**config.mk**
```make
export PLATFORM = sky130hd
export DESIGN_NAME = mux_bus_seq
export DESIGN_NICKNAME = d
export VERILOG_FILES = /design/src/rtl/mux_bus_pkg.sv /design/src/rtl/upper_addr_track.sv /design/src/rtl/strobe_timer.sv /design/src/rtl/bus_lane_drive.sv /design/src/rtl/mux_bus_seq.sv
export SDC_FILE = /design/constraint.sdc
export NUM_CORES = 1
export LEC_CHECK = 0
export BUFFER_PORTS_ARGS = -buffer_cell sky130_fd_sc_hd__buf_4
export CAP_MARGIN = 30
export CORE_MARGIN = 5
export CORE_UTILIZATION = 55
export CTS_BUF_LIST = sky130_fd_sc_hd__clkbuf_16
export CTS_CLUSTER_SIZE = 20
export DETAILED_ROUTE_END_ITERATION = 6
export HOLD_SLACK_MARGIN = 0.08
export PLACE_DENSITY = 0.95
export SETUP_SLACK_MARGIN = 0.3
export SLEW_MARGIN = 15
export SYNTH_ARGS = -nofsm -noshare
export SYNTH_HDL_FRONTEND = slang
export SYNTH_HIERARCHICAL = 1
export SYNTH_SLANG_ARGS = --single-unit
export TNS_END_PERCENT = 5
```
**constraint.sdc**
```tcl
create_clock -name clk -period 6.4 [get_ports clk]
set_clock_uncertainty 0.1 [all_clocks]
set_input_delay 0.32 -clock clk [delete_from_list [all_inputs] [get_ports clk]]
set_output_delay 0.32 -clock clk [all_outputs]
set_load 0.02 [all_outputs]
```
**src/rtl/mux_bus_pkg.sv**
```systemverilog
package mux_bus_pkg;

    parameter int ADDR_W = 24;
    parameter int DATA_W = 16;
    parameter int DUR_W  = 5;
    localparam int LANE_W = DATA_W / 2;
    localparam int UP_W   = ADDR_W - LANE_W;

    typedef enum logic [2:0] {
        ST_IDLE,
        ST_ALE,
        ST_SETUP,
        ST_STROBE,
        ST_HOLD,
        ST_TURN
    } seq_state_e;

    typedef struct packed {
        logic [ADDR_W-1:0] addr;
        logic              write;
        logic              wide;
        logic [DATA_W-1:0] wdata;
    } bus_req_t;

    function automatic logic [DUR_W-1:0] eff_dur(input logic [DUR_W-1:0] d);
        return (d == '0) ? DUR_W'(1) : d;
    endfunction

endpackage

```
**src/rtl/upper_addr_track.sv**
```systemverilog
module upper_addr_track
    import mux_bus_pkg::*;
(
    input  logic            clk,
    input  logic            rst,
    input  logic            upd,
    input  logic [UP_W-1:0] upd_val,
    input  logic [UP_W-1:0] cmp_val,
    output logic            hit
);
    logic            held_ok;
    logic [UP_W-1:0] held;

    always_ff @(posedge clk) begin
        if (rst) begin
            held_ok <= 1'b0;
            held    <= '0;
        end else if (upd) begin
            held_ok <= 1'b1;
            held    <= upd_val;
        end
    end

    assign hit = held_ok && (held == cmp_val);
endmodule

```
**src/rtl/strobe_timer.sv**
```systemverilog
module strobe_timer
    import mux_bus_pkg::*;
(
    input  logic             clk,
    input  logic             rst,
    input  logic             load,
    input  logic [DUR_W-1:0] dur,
    output logic             last
);
    logic [DUR_W-1:0] cnt;

    always_ff @(posedge clk) begin
        if (rst) begin
            cnt <= '0;
        end else if (load) begin
            cnt <= eff_dur(dur) - DUR_W'(1);
        end else if (cnt != '0) begin
            cnt <= cnt - DUR_W'(1);
        end
    end

    assign last = (cnt == '0);
endmodule

```
**src/rtl/bus_lane_drive.sv**
```systemverilog
module bus_lane_drive
    import mux_bus_pkg::*;
(
    input  seq_state_e        state,
    input  bus_req_t          cur,
    output logic [DATA_W-1:0] bus_out,
    output logic [1:0]        bus_oe,
    output logic              ale,
    output logic              rd_n,
    output logic              wr_n,
    output logic [LANE_W-1:0] addr_lo
);
    logic data_phase;

    assign data_phase = (state == ST_SETUP) || (state == ST_STROBE) || (state == ST_HOLD);
    assign addr_lo    = cur.addr[LANE_W-1:0];

    always_comb begin
        bus_out = '0;
        bus_oe  = 2'b00;
        ale     = 1'b0;
        rd_n    = 1'b1;
        wr_n    = 1'b1;
        if (state == ST_ALE) begin
            ale     = 1'b1;
            bus_out = cur.addr[ADDR_W-1:LANE_W];
            bus_oe  = 2'b11;
        end else if (data_phase) begin
            rd_n = !((state == ST_STROBE) && !cur.write);
            wr_n = !((state == ST_STROBE) && cur.write);
            if (cur.wide) begin
                if (cur.write) begin
                    bus_out = cur.wdata;
                    bus_oe  = 2'b11;
                end
            end else begin
                bus_out[DATA_W-1:LANE_W] = cur.addr[LANE_W-1:0];
                if (cur.write) begin
                    bus_out[LANE_W-1:0] = cur.wdata[LANE_W-1:0];
                    bus_oe = 2'b11;
                end else begin
                    bus_oe = 2'b10;
                end
            end
        end
    end
endmodule

```
**src/rtl/mux_bus_seq.sv**
```systemverilog
module mux_bus_seq
    import mux_bus_pkg::*;
(
    input  logic              clk,
    input  logic              rst,
    input  logic              req_valid,
    output logic              req_ready,
    input  logic [ADDR_W-1:0] req_addr,
    input  logic              req_write,
    input  logic              req_wide,
    input  logic [DATA_W-1:0] req_wdata,
    input  logic [DUR_W-1:0]  cfg_dur,
    output logic [DATA_W-1:0] bus_out,
    output logic [1:0]        bus_oe,
    input  logic [DATA_W-1:0] bus_in,
    output logic              ale,
    output logic              rd_n,
    output logic              wr_n,
    output logic [LANE_W-1:0] addr_lo,
    output logic [DATA_W-1:0] rdata,
    output logic              rdata_valid
);
    seq_state_e state, state_nx;
    bus_req_t   cur;
    logic       up_hit, tm_last, tm_load, take;

    assign req_ready = (state == ST_IDLE);
    assign take      = req_valid && req_ready;

    upper_addr_track u_track (
        .clk     (clk),
        .rst     (rst),
        .upd     (state == ST_ALE),
        .upd_val (cur.addr[ADDR_W-1:LANE_W]),
        .cmp_val (req_addr[ADDR_W-1:LANE_W]),
        .hit     (up_hit)
    );

    strobe_timer u_timer (
        .clk  (clk),
        .rst  (rst),
        .load (tm_load),
        .dur  (cfg_dur),
        .last (tm_last)
    );

    bus_lane_drive u_drive (
        .state   (state),
        .cur     (cur),
        .bus_out (bus_out),
        .bus_oe  (bus_oe),
        .ale     (ale),
        .rd_n    (rd_n),
        .wr_n    (wr_n),
        .addr_lo (addr_lo)
    );

    always_comb begin
        state_nx = state;
        case (state)
            ST_IDLE:   if (take) state_nx = !up_hit ? ST_ALE : (req_write ? ST_SETUP : ST_STROBE);
            ST_ALE:    state_nx = cur.write ? ST_SETUP : ST_STROBE;
            ST_SETUP:  state_nx = ST_STROBE;
            ST_STROBE: if (tm_last) state_nx = cur.write ? ST_HOLD : ST_TURN;
            ST_HOLD:   state_nx = ST_IDLE;
            ST_TURN:   state_nx = ST_IDLE;
            default:   state_nx = ST_IDLE;
        endcase
    end

    assign tm_load = (state_nx == ST_STROBE) && (state != ST_STROBE);

    always_ff @(posedge clk) begin
        if (rst) begin
            state       <= ST_IDLE;
            cur         <= '0;
            rdata       <= '0;
            rdata_valid <= 1'b0;
        end else begin
            state       <= state_nx;
            rdata_valid <= 1'b0;
            if (take) begin
                cur.addr  <= req_addr;
                cur.write <= req_write;
                cur.wide  <= req_wide;
                cur.wdata <= req_wdata;
            end
            if ((state == ST_STROBE) && tm_last && !cur.write) begin
                rdata_valid <= 1'b1;
                rdata       <= cur.wide ? bus_in : {{LANE_W{1'b0}}, bus_in[LANE_W-1:0]};
            end
        end
    end
endmodule

```
==> qor.log, run 1 <==
INFO  layout         mostFrequentLayoutCells=115 x buf_4, 113 x nand2_1, 84 x dfxtp_1
INFO  layout         nNetsFinal=602
INFO  pwr            static-leakage-power=2.00nW
INFO  worst_setup_path rr_startpoint=u_track/held[14]
INFO  place          globalplace.congestion=0.854
INFO  timing         hold_ws=0.114ns
INFO  route          vias_per_cell=5.48
INFO  worst_setup_path critical_path.slowest_cell=a2111oi_2
INFO  timing         setup-violations-final=0
INFO  worst_setup_path crit_family=compound AO/OA/AOI/OAI gates
INFO  pwr            post-layout-total-power=0.00158W
INFO  timing         timing.setup.tns=0ns
INFO  grt            gr-total-overflow=0
INFO  clock_tree     clock_latency=0.33ns
INFO  pwr            power-per-cell-area=325nW/um2
INFO  clock_tree     cts_root_buf=clkbuf_16
INFO  route          drc_errors=0
INFO  layout         post_route_cells_drive_above_1_share=0.273
INFO  place          dp_worst_setup_slack=2.25ns
INFO  yosys          synth_seq_cells=84
INFO  route          routed_wirelength=9600um
INFO  grt            total_global_routing_track_utilization=0.221
INFO  worst_setup_path worst-r2r-cell-count=14
INFO  pwr            share_comb_of_total_power=0.283
INFO  die            fp.dieW=93.1um
INFO  route          drt_pre_antenna_iters=4
INFO  clock_tree     cts_buf_count=9
INFO  worst_setup_path worst_ep_arrival_time=4.01ns
INFO  clock_tree     cts_sinks=84
INFO  layout         area.growth.synth_to_final=27.9%
INFO  route          route.top_layer_used=met4
INFO  pwr            p_clk_frac=0.315
INFO  route          drt_iter0_drc=161
INFO  layout         layout.filler_cells=492
INFO  yosys          mean_area_per_synthesized_cell=8.61um2
INFO  layout         antenna_fix_cells=0
INFO  worst_hold_path min_delay_path_depth=2
INFO  place          io_buffers=112
INFO  yosys          yosysWarnings=6
INFO  timing         finalCritPeriodShare=0.605
INFO  worst_setup_path crit_path_start_kind=flip-flop
INFO  route          detailroute.wirelength.met3=549um
INFO  route          wl_per_cell=15.5um
INFO  timing         report.final.slew_viol_count=0
INFO  clock_tree     tritoncts=built
INFO  clock_tree     cts_setup_buffers=0
INFO  worst_setup_path setup_slack_of_the_most_critical_reg_to_reg_path=2.53ns
INFO  pwr            ir_drop=0.203mV
INFO  pwr            seq_power_share=0.402
INFO  timing         worst_slew_pin_slew=0.696ns
INFO  worst_setup_path critical_path.reg2reg.endpoint=u_timer/cnt[4]
INFO  worst_hold_path hold_path_sink=rdata[13]
INFO  timing         max_clock_freq=258MHz
INFO  die            die_height=93.1um
INFO  yosys          synthDistinctLibCells=51
INFO  yosys          synth-seq-area-share=0.443
INFO  clock_tree     clk_pin_slew=0.06ns
INFO  die            design.die.area=8660um2
INFO  timing         timing.final.crit_period=3.87ns
INFO  clock_tree     cts-resized-gates=0
INFO  worst_setup_path setup.worst_path.end_class=flip-flop
INFO  pwr            p_switching=0.000505W
INFO  route          detail_route.wirelength.met1=3980um
INFO  yosys          mappedNetlistArea=3790um2
INFO  pwr            internal-power=0.00107W
INFO  worst_setup_path path_cells=xor2_1 -> nor4_1 -> nand4_1 -> nor4_2 -> a211oi_1 -> a2111oi_2 -> clkbuf_2 -> inv_1 -> a211o_1 -> o21ai_0 -> ha_1 -> o21ai_1 -> xor2_1 -> o32ai_1
INFO  grt            grt_start_max_net_pins=69
INFO  timing         final_hold_violations=0
INFO  worst_hold_path worstHoldPathType=in2reg
INFO  worst_setup_path cp_common_cell=xor2_1
INFO  clock_tree     post_cts_hold_buffer_count=0
INFO  pwr            sw_share=0.320
INFO  yosys          synthesis.nets=508
INFO  clock_tree     max-clock-path-buffers=2
INFO  timing         slew_headroom=0.536
INFO  worst_setup_path critical_path_depth=14
INFO  die            initial_utilization=0.562
INFO  route          dr_wl_met2=4990um
INFO  worst_setup_path critical_path.max_stage_delay=0.68ns
INFO  worst_setup_path worstSetupPathType=reg2reg
INFO  grt            first_global_vias=3,366
INFO  worst_hold_path min-delay-start=bus_in[13]
INFO  clock_tree     clock_tree.htree_level_count=3
INFO  worst_setup_path path_max_fanout=7
INFO  worst_setup_path buf_inv_stages_crit_path=2
INFO  route          via_count=3,390
INFO  route          postRouteAntennaNets=0
INFO  timing         final.setup.worst_slack=2.53ns
INFO  layout         final_common_cell=buf_4
INFO  yosys          syn-instance-count=441
INFO  grt            grt_pass1_wl=15,600um
INFO  timing         rsz_0062_raised_after_global_routing=false
INFO  place          post-dp-hpwl=6890um
INFO  die            design.core.area=6760um2
INFO  grt            number_of_antenna_violations_at_the_first_check_in_global_routing=0
INFO  worst_setup_path worstPathRequired=6.54ns
INFO  die            pin_count=113
INFO  job            max_cap_viol_count=0
INFO  outcome        outcome=complete, no violations
INFO  die            placementRows=30
-- synth_stat cells, drive strengths merged --
| cell | count | area share |
|---|---|---|
| clkinv | 1 | 0.00099 |
| a21oi | 56 | 0.077 |
| a211oi | 3 | 0.0059 |
| nor2 | 24 | 0.026 |
| a211o | 1 | 0.0023 |
| a22o | 16 | 0.037 |
| buf | 25 | 0.046 |
| ha | 1 | 0.0033 |
| a311oi | 1 | 0.0023 |
| nand2 | 113 | 0.11 |
| nor4 | 2 | 0.0049 |
| clkbuf | 9 | 0.0089 |
| nand3b | 1 | 0.0020 |
| o311a | 1 | 0.0026 |
| o31a | 1 | 0.0023 |
| nand4 | 3 | 0.0049 |
| or3 | 3 | 0.0049 |
| or4b | 1 | 0.0026 |
| a31oi | 1 | 0.0016 |
| or2b | 1 | 0.0023 |
| nor3 | 4 | 0.0082 |
| dfxtp | 84 | 0.44 |
| xnor2 | 13 | 0.030 |
| or2 | 3 | 0.0049 |
| mux2i | 26 | 0.069 |
| a2111oi | 1 | 0.0040 |
| or3b | 1 | 0.0030 |
| and2b | 1 | 0.0023 |
| o32ai | 1 | 0.0023 |
| o21ai | 10 | 0.013 |
| o211ai | 1 | 0.0020 |
| nand3 | 3 | 0.0053 |
| or4 | 2 | 0.0049 |
| xor2 | 7 | 0.016 |
| nor3b | 4 | 0.0092 |
| nor4b | 2 | 0.013 |
| inv | 3 | 0.0030 |
| and2 | 2 | 0.0033 |
| nor2b | 9 | 0.015 |
-- worst reg2reg max path: cells and delay by family (launching register included) --
family                     cells  cell delay [ns]
adders and majority gates      1             0.24
xor gates and xnor gates       2             0.33
AOI/OAI and AO/OA              6             1.58
DFF                            1             0.32
buffers and inverters          2             0.40
and+or+nand+nor                3             0.81
-- power by group through the flow --
stage	registers (W)	clock network [W]	logic, W
after floorplan	0.000627	0	0.000337
after global placement	0.000642	0	0.000419
after detailed placement	0.000646	0	0.000444
after CTS	0.000635	0.000505	0.000447
after global routing	0.000644	0.000531	0.000491
final	0.000635	0.000497	0.000447
-- state kept, by name (all words and copies together) (netlist names) --
signal	cells
u_timer/cnt	5
state	3
u_track/held	16
cur	42
rdata	16
u_track/held_ok	1
rdata_valid	1
-- worst max path at each step --
stage | startpoint | end | slack (ns)
6_report | u_track/held[14] | u_timer/cnt[4] | 2.53
5_1_grt | u_track/held[14] | u_timer/cnt[2] | 2.28
4_1_cts | u_track/held[14] | u_timer/cnt[4] | 2.35
3_5_place_dp | req_addr[22] | u_timer/cnt[4] | 2.25
3_3_place_gp | req_addr[22] | u_timer/cnt[4] | 2.55
2_1_floorplan | req_addr[22] | u_timer/cnt[4] | 3.29
-- stage by stage --
step / std cells / cell area [um2] / utilization
floorplan: 441 / 3790 / -
CTS: 618 / 4850 / 0.718
detailed placement: 603 / 4570 / 0.676
global route: 619 / 4850 / 0.719
finish: 619 / 4850 / 0.719
global placement: 602 / 4560 / 0.674
-- layer usage --
| layer | up-vias | GRT usage |
|---|---|---|
| met1 | 1599 | 0.264 |
| met2 | 101 | 0.392 |
| met5 | - | 0 |
| met4 | 0 | 0.0623 |
| li1 | 1682 | - |
| met3 | 8 | 0.0571 |
-- area by class of cell --
cell class              instances  area, um2  area share
well taps                      80        100      0.0206
repair buffers                117        880       0.181
flip-flops and latches         84       1680       0.346
multi-input cells             319       1900       0.390
clock buffers                   9        225      0.0464
inverters                       4       15.0     0.00309
clock inverters                 6       57.6      0.0119
-- kinds of logic after synthesis --
group	Yosys count	share of synthesized area
muxes	26	0.0686
and+or+nand+nor	179	0.228
adders and majority gates	1	0.00330
buffers and inverters	38	0.0587
AOI/OAI and AO/OA	93	0.152
DFF	84	0.443
xor gates and xnor gates	20	0.0462
Power figures use the tool's default switching activity.
==> inputs of run 2 (changes only) <==
--- a/config.mk
+++ b/config.mk
@@ -8,12 +8,12 @@
 export BUFFER_PORTS_ARGS = -buffer_cell sky130_fd_sc_hd__buf_4
 export CAP_MARGIN = 30
 export CORE_MARGIN = 5
-export CORE_UTILIZATION = 55
+export CORE_UTILIZATION = 46
 export CTS_BUF_LIST = sky130_fd_sc_hd__clkbuf_16
 export CTS_CLUSTER_SIZE = 20
 export DETAILED_ROUTE_END_ITERATION = 6
 export HOLD_SLACK_MARGIN = 0.08
-export PLACE_DENSITY = 0.95
+export PLACE_DENSITY = 0.86
 export SETUP_SLACK_MARGIN = 0.3
 export SLEW_MARGIN = 15
 export SYNTH_ARGS = -nofsm -noshare
==> constraint.sdc (replaced) <==
create_clock -name clk -period 3.56 [get_ports clk]
set_clock_uncertainty 0.1 [all_clocks]
set_input_delay 0.178 -clock clk [delete_from_list [all_inputs] [get_ports clk]]
set_output_delay 0.178 -clock clk [all_outputs]
set_load 0.02 [all_outputs]
==> qor.log, run 2 (synthesis results as in run 1) <==
INFO  worst_setup_path crit_path_start_kind=primary input
INFO  die            fp.dieW=101um [+8.3%]
INFO  layout         final_cell_count_no_fill=708 [+14%]
INFO  grt            total_global_routing_track_utilization=0.215 [-0.00640]
INFO  route          vias_per_cell=5.16 [-5.8%]
INFO  timing         worst_slew_pin_slew=0.706ns [+0.0100 ns]
INFO  route          postRouteAntennaNets=0 [unchanged]
INFO  clock_tree     clock_tree.htree_level_count=3 [unchanged]
INFO  grt            first_global_vias=3,678 [+9.3%]
INFO  timing         timing.final.crit_period=3.13ns
INFO  die            initial_utilization=0.467 [-0.0951]
INFO  die            design.die.area=10,200um2 [+17%]
INFO  layout         final_common_cell=buf_4
INFO  pwr            power-per-cell-area=517nW/um2 [+59%]
INFO  route          drc_errors=0 [unchanged]
INFO  die            die_height=101um [+8.3%]
INFO  grt            gr-total-overflow=0 [unchanged]
INFO  clock_tree     max-clock-path-buffers=2 [unchanged]
INFO  layout         register_containing_the_most_flip_flops_in_the_final_layout=cur
INFO  place          dp.cells=630 [+4.5%]
INFO  pwr            static-leakage-power=2.25nW [+13%]
INFO  timing         slew_headroom=0.529 [-0.00668]
INFO  timing         max_clock_freq=320MHz
INFO  clock_tree     cts_root_buf=clkbuf_16
INFO  timing         setup-violations-final=0 [unchanged]
INFO  die            design.core.area=8130um2 [+20%]
INFO  layout         largest_register_ffs=42 [unchanged]
INFO  place          globalplace.congestion=0.769 [-9.9%]
INFO  layout         reg_top3=cur (42), rdata (16), u_track/held (16)
INFO  layout         nNetsFinal=665 [+10%]
INFO  pwr            ir_drop=0.290mV [+43%]
INFO  job            max_cap_viol_count=0 [unchanged]
INFO  grt            grt_start_max_net_pins=69 [unchanged]
INFO  worst_setup_path worstSetupPathType=in2reg
INFO  clock_tree     cts_buf_count=9 [unchanged]
INFO  timing         finalCritPeriodShare=0.879
INFO  die            placementRows=33 [+10%]
INFO  layout         antenna_fix_cells=0 [unchanged]
INFO  clock_tree     clk_pin_slew=0.06ns [about the same]
INFO  timing         report.final.slew_viol_count=0 [unchanged]
INFO  route          drt_iter0_drc=170 [+5.6%]
INFO  grt            grt_pass1_wl=17,500um [+12%]
INFO  worst_setup_path worst_ep_arrival_time=3.27ns [-0.74 ns]
INFO  clock_tree     tritoncts=built
INFO  layout         area.growth.synth_to_final=45.4%
INFO  clock_tree     clock_latency=0.33ns [about the same]
INFO  die            pin_count=113 [unchanged]
INFO  outcome        outcome=complete, no violations
INFO  timing         final_hold_violations=0 [unchanged]
INFO  timing         timing.setup.tns=0ns [unchanged]
INFO  route          drt_pre_antenna_iters=4 [unchanged]
INFO  route          via_count=3,654 [+7.8%]
INFO  layout         mostFrequentLayoutCells=120 x buf_4, 113 x nand2_1, 84 x dfxtp_1
INFO  clock_tree     cts_sinks=84 [unchanged]
INFO  worst_setup_path path_max_fanout=3 [-4]
INFO  grt            number_of_antenna_violations_at_the_first_check_in_global_routing=0 [unchanged]
INFO  worst_setup_path setup.worst_path.end_class=flip-flop
INFO  worst_setup_path worstPathRequired=3.70ns [-2.84 ns]
INFO  route          wl_per_cell=15.4um [-0.69%]
INFO  route          routed_wirelength=10,900um [+14%]
INFO  place          io_buffers=112 [unchanged]
INFO  timing         rsz_0062_raised_after_global_routing=false
INFO  layout         post_route_cells_drive_above_1_share=0.254 [-0.0190]
INFO  worst_hold_path worstHoldPathType=in2reg
INFO  place          post-dp-hpwl=6850um [-0.57%]
## run 2: through the flow
stage               cell area (um2)  setup slack [ns]  hold WS (ns)   util  total power, W
floorplan                      3790             0.456         0.147      -         0.00173
global placement               4610             0.375         0.295  0.567         0.00192
detailed placement             4610             0.290         0.304  0.567         0.00196
CTS                            5480             0.319         0.107  0.674         0.00285
global route                   5520             0.283         0.115  0.678         0.00301
finish                         5520             0.430         0.120  0.678         0.00285
## run 2: what timing repair did
action	CTS	global route
setup endpoints to repair	2	2
resized for setup	0	4
hold buffers	60	0
pin swaps	1	3
setup buffers	0	2
endpoints found under the hold margin	60	0
## run 2: final timing paths
| check | from | endpoint | slack [ns] | cells after the start |
|---|---|---|---|---|
| setup / recovery | req_addr[15] | u_timer/cnt[4] | 0.43 | 14 |
| hold / removal | cfg_dur[4] | u_timer/cnt[4] | 0.12 | 3 |
| setup reg to reg | u_track/held[14] | u_timer/cnt[4] | 0.47 | 13 |
| hold reg to reg | cur[11] | cur[11] | 0.36 | 2 |
## run 2: cell type report
| class | instances | area, um2 |
|---|---|---|
| clock inverters | 7 | 43.8 |
| inverters | 4 | 15.0 |
| well taps | 105 | 131 |
| fillers | 607 | 2620 |
| flip-flops and latches | 84 | 1680 |
| clock buffers | 9 | 225 |
| repair buffers | 180 | 1500 |
| multi-input cells | 319 | 1920 |
## run 2: worst max-delay path, cell delays in order
cell and delay, ns:
dlygate4sd3_1 0.55, buf_4 0.15, xnor2_1 0.14, nand4_1 0.20, nor4_4 0.33, a211oi_2 0.13, a2111oi_2 0.34, inv_1 0.13
a211o_1 0.30, o21ai_0 0.09, ha_2 0.24, o21ai_1 0.11, xor2_1 0.16, o32ai_1 0.21
## run 2: routing by layer
layer | vias to the layer above | GRT usage | part of all wire
met3 | 17 | 0.0512 | 0.049
met4 | 0 | 0.0715 | 0.018
met1 | 1739 | 0.249 | 0.41
met5 | - | 0 | 0
li1 | 1798 | - | -
met2 | 100 | 0.386 | 0.52
## run 2: where the power goes
group          switching, W  internal, W  leakage [nW]
registers          0.000103      0.00104         0.684
logic              0.000465     0.000411          1.45
clock network      0.000368     0.000467         0.123
total              0.000935      0.00192          2.25
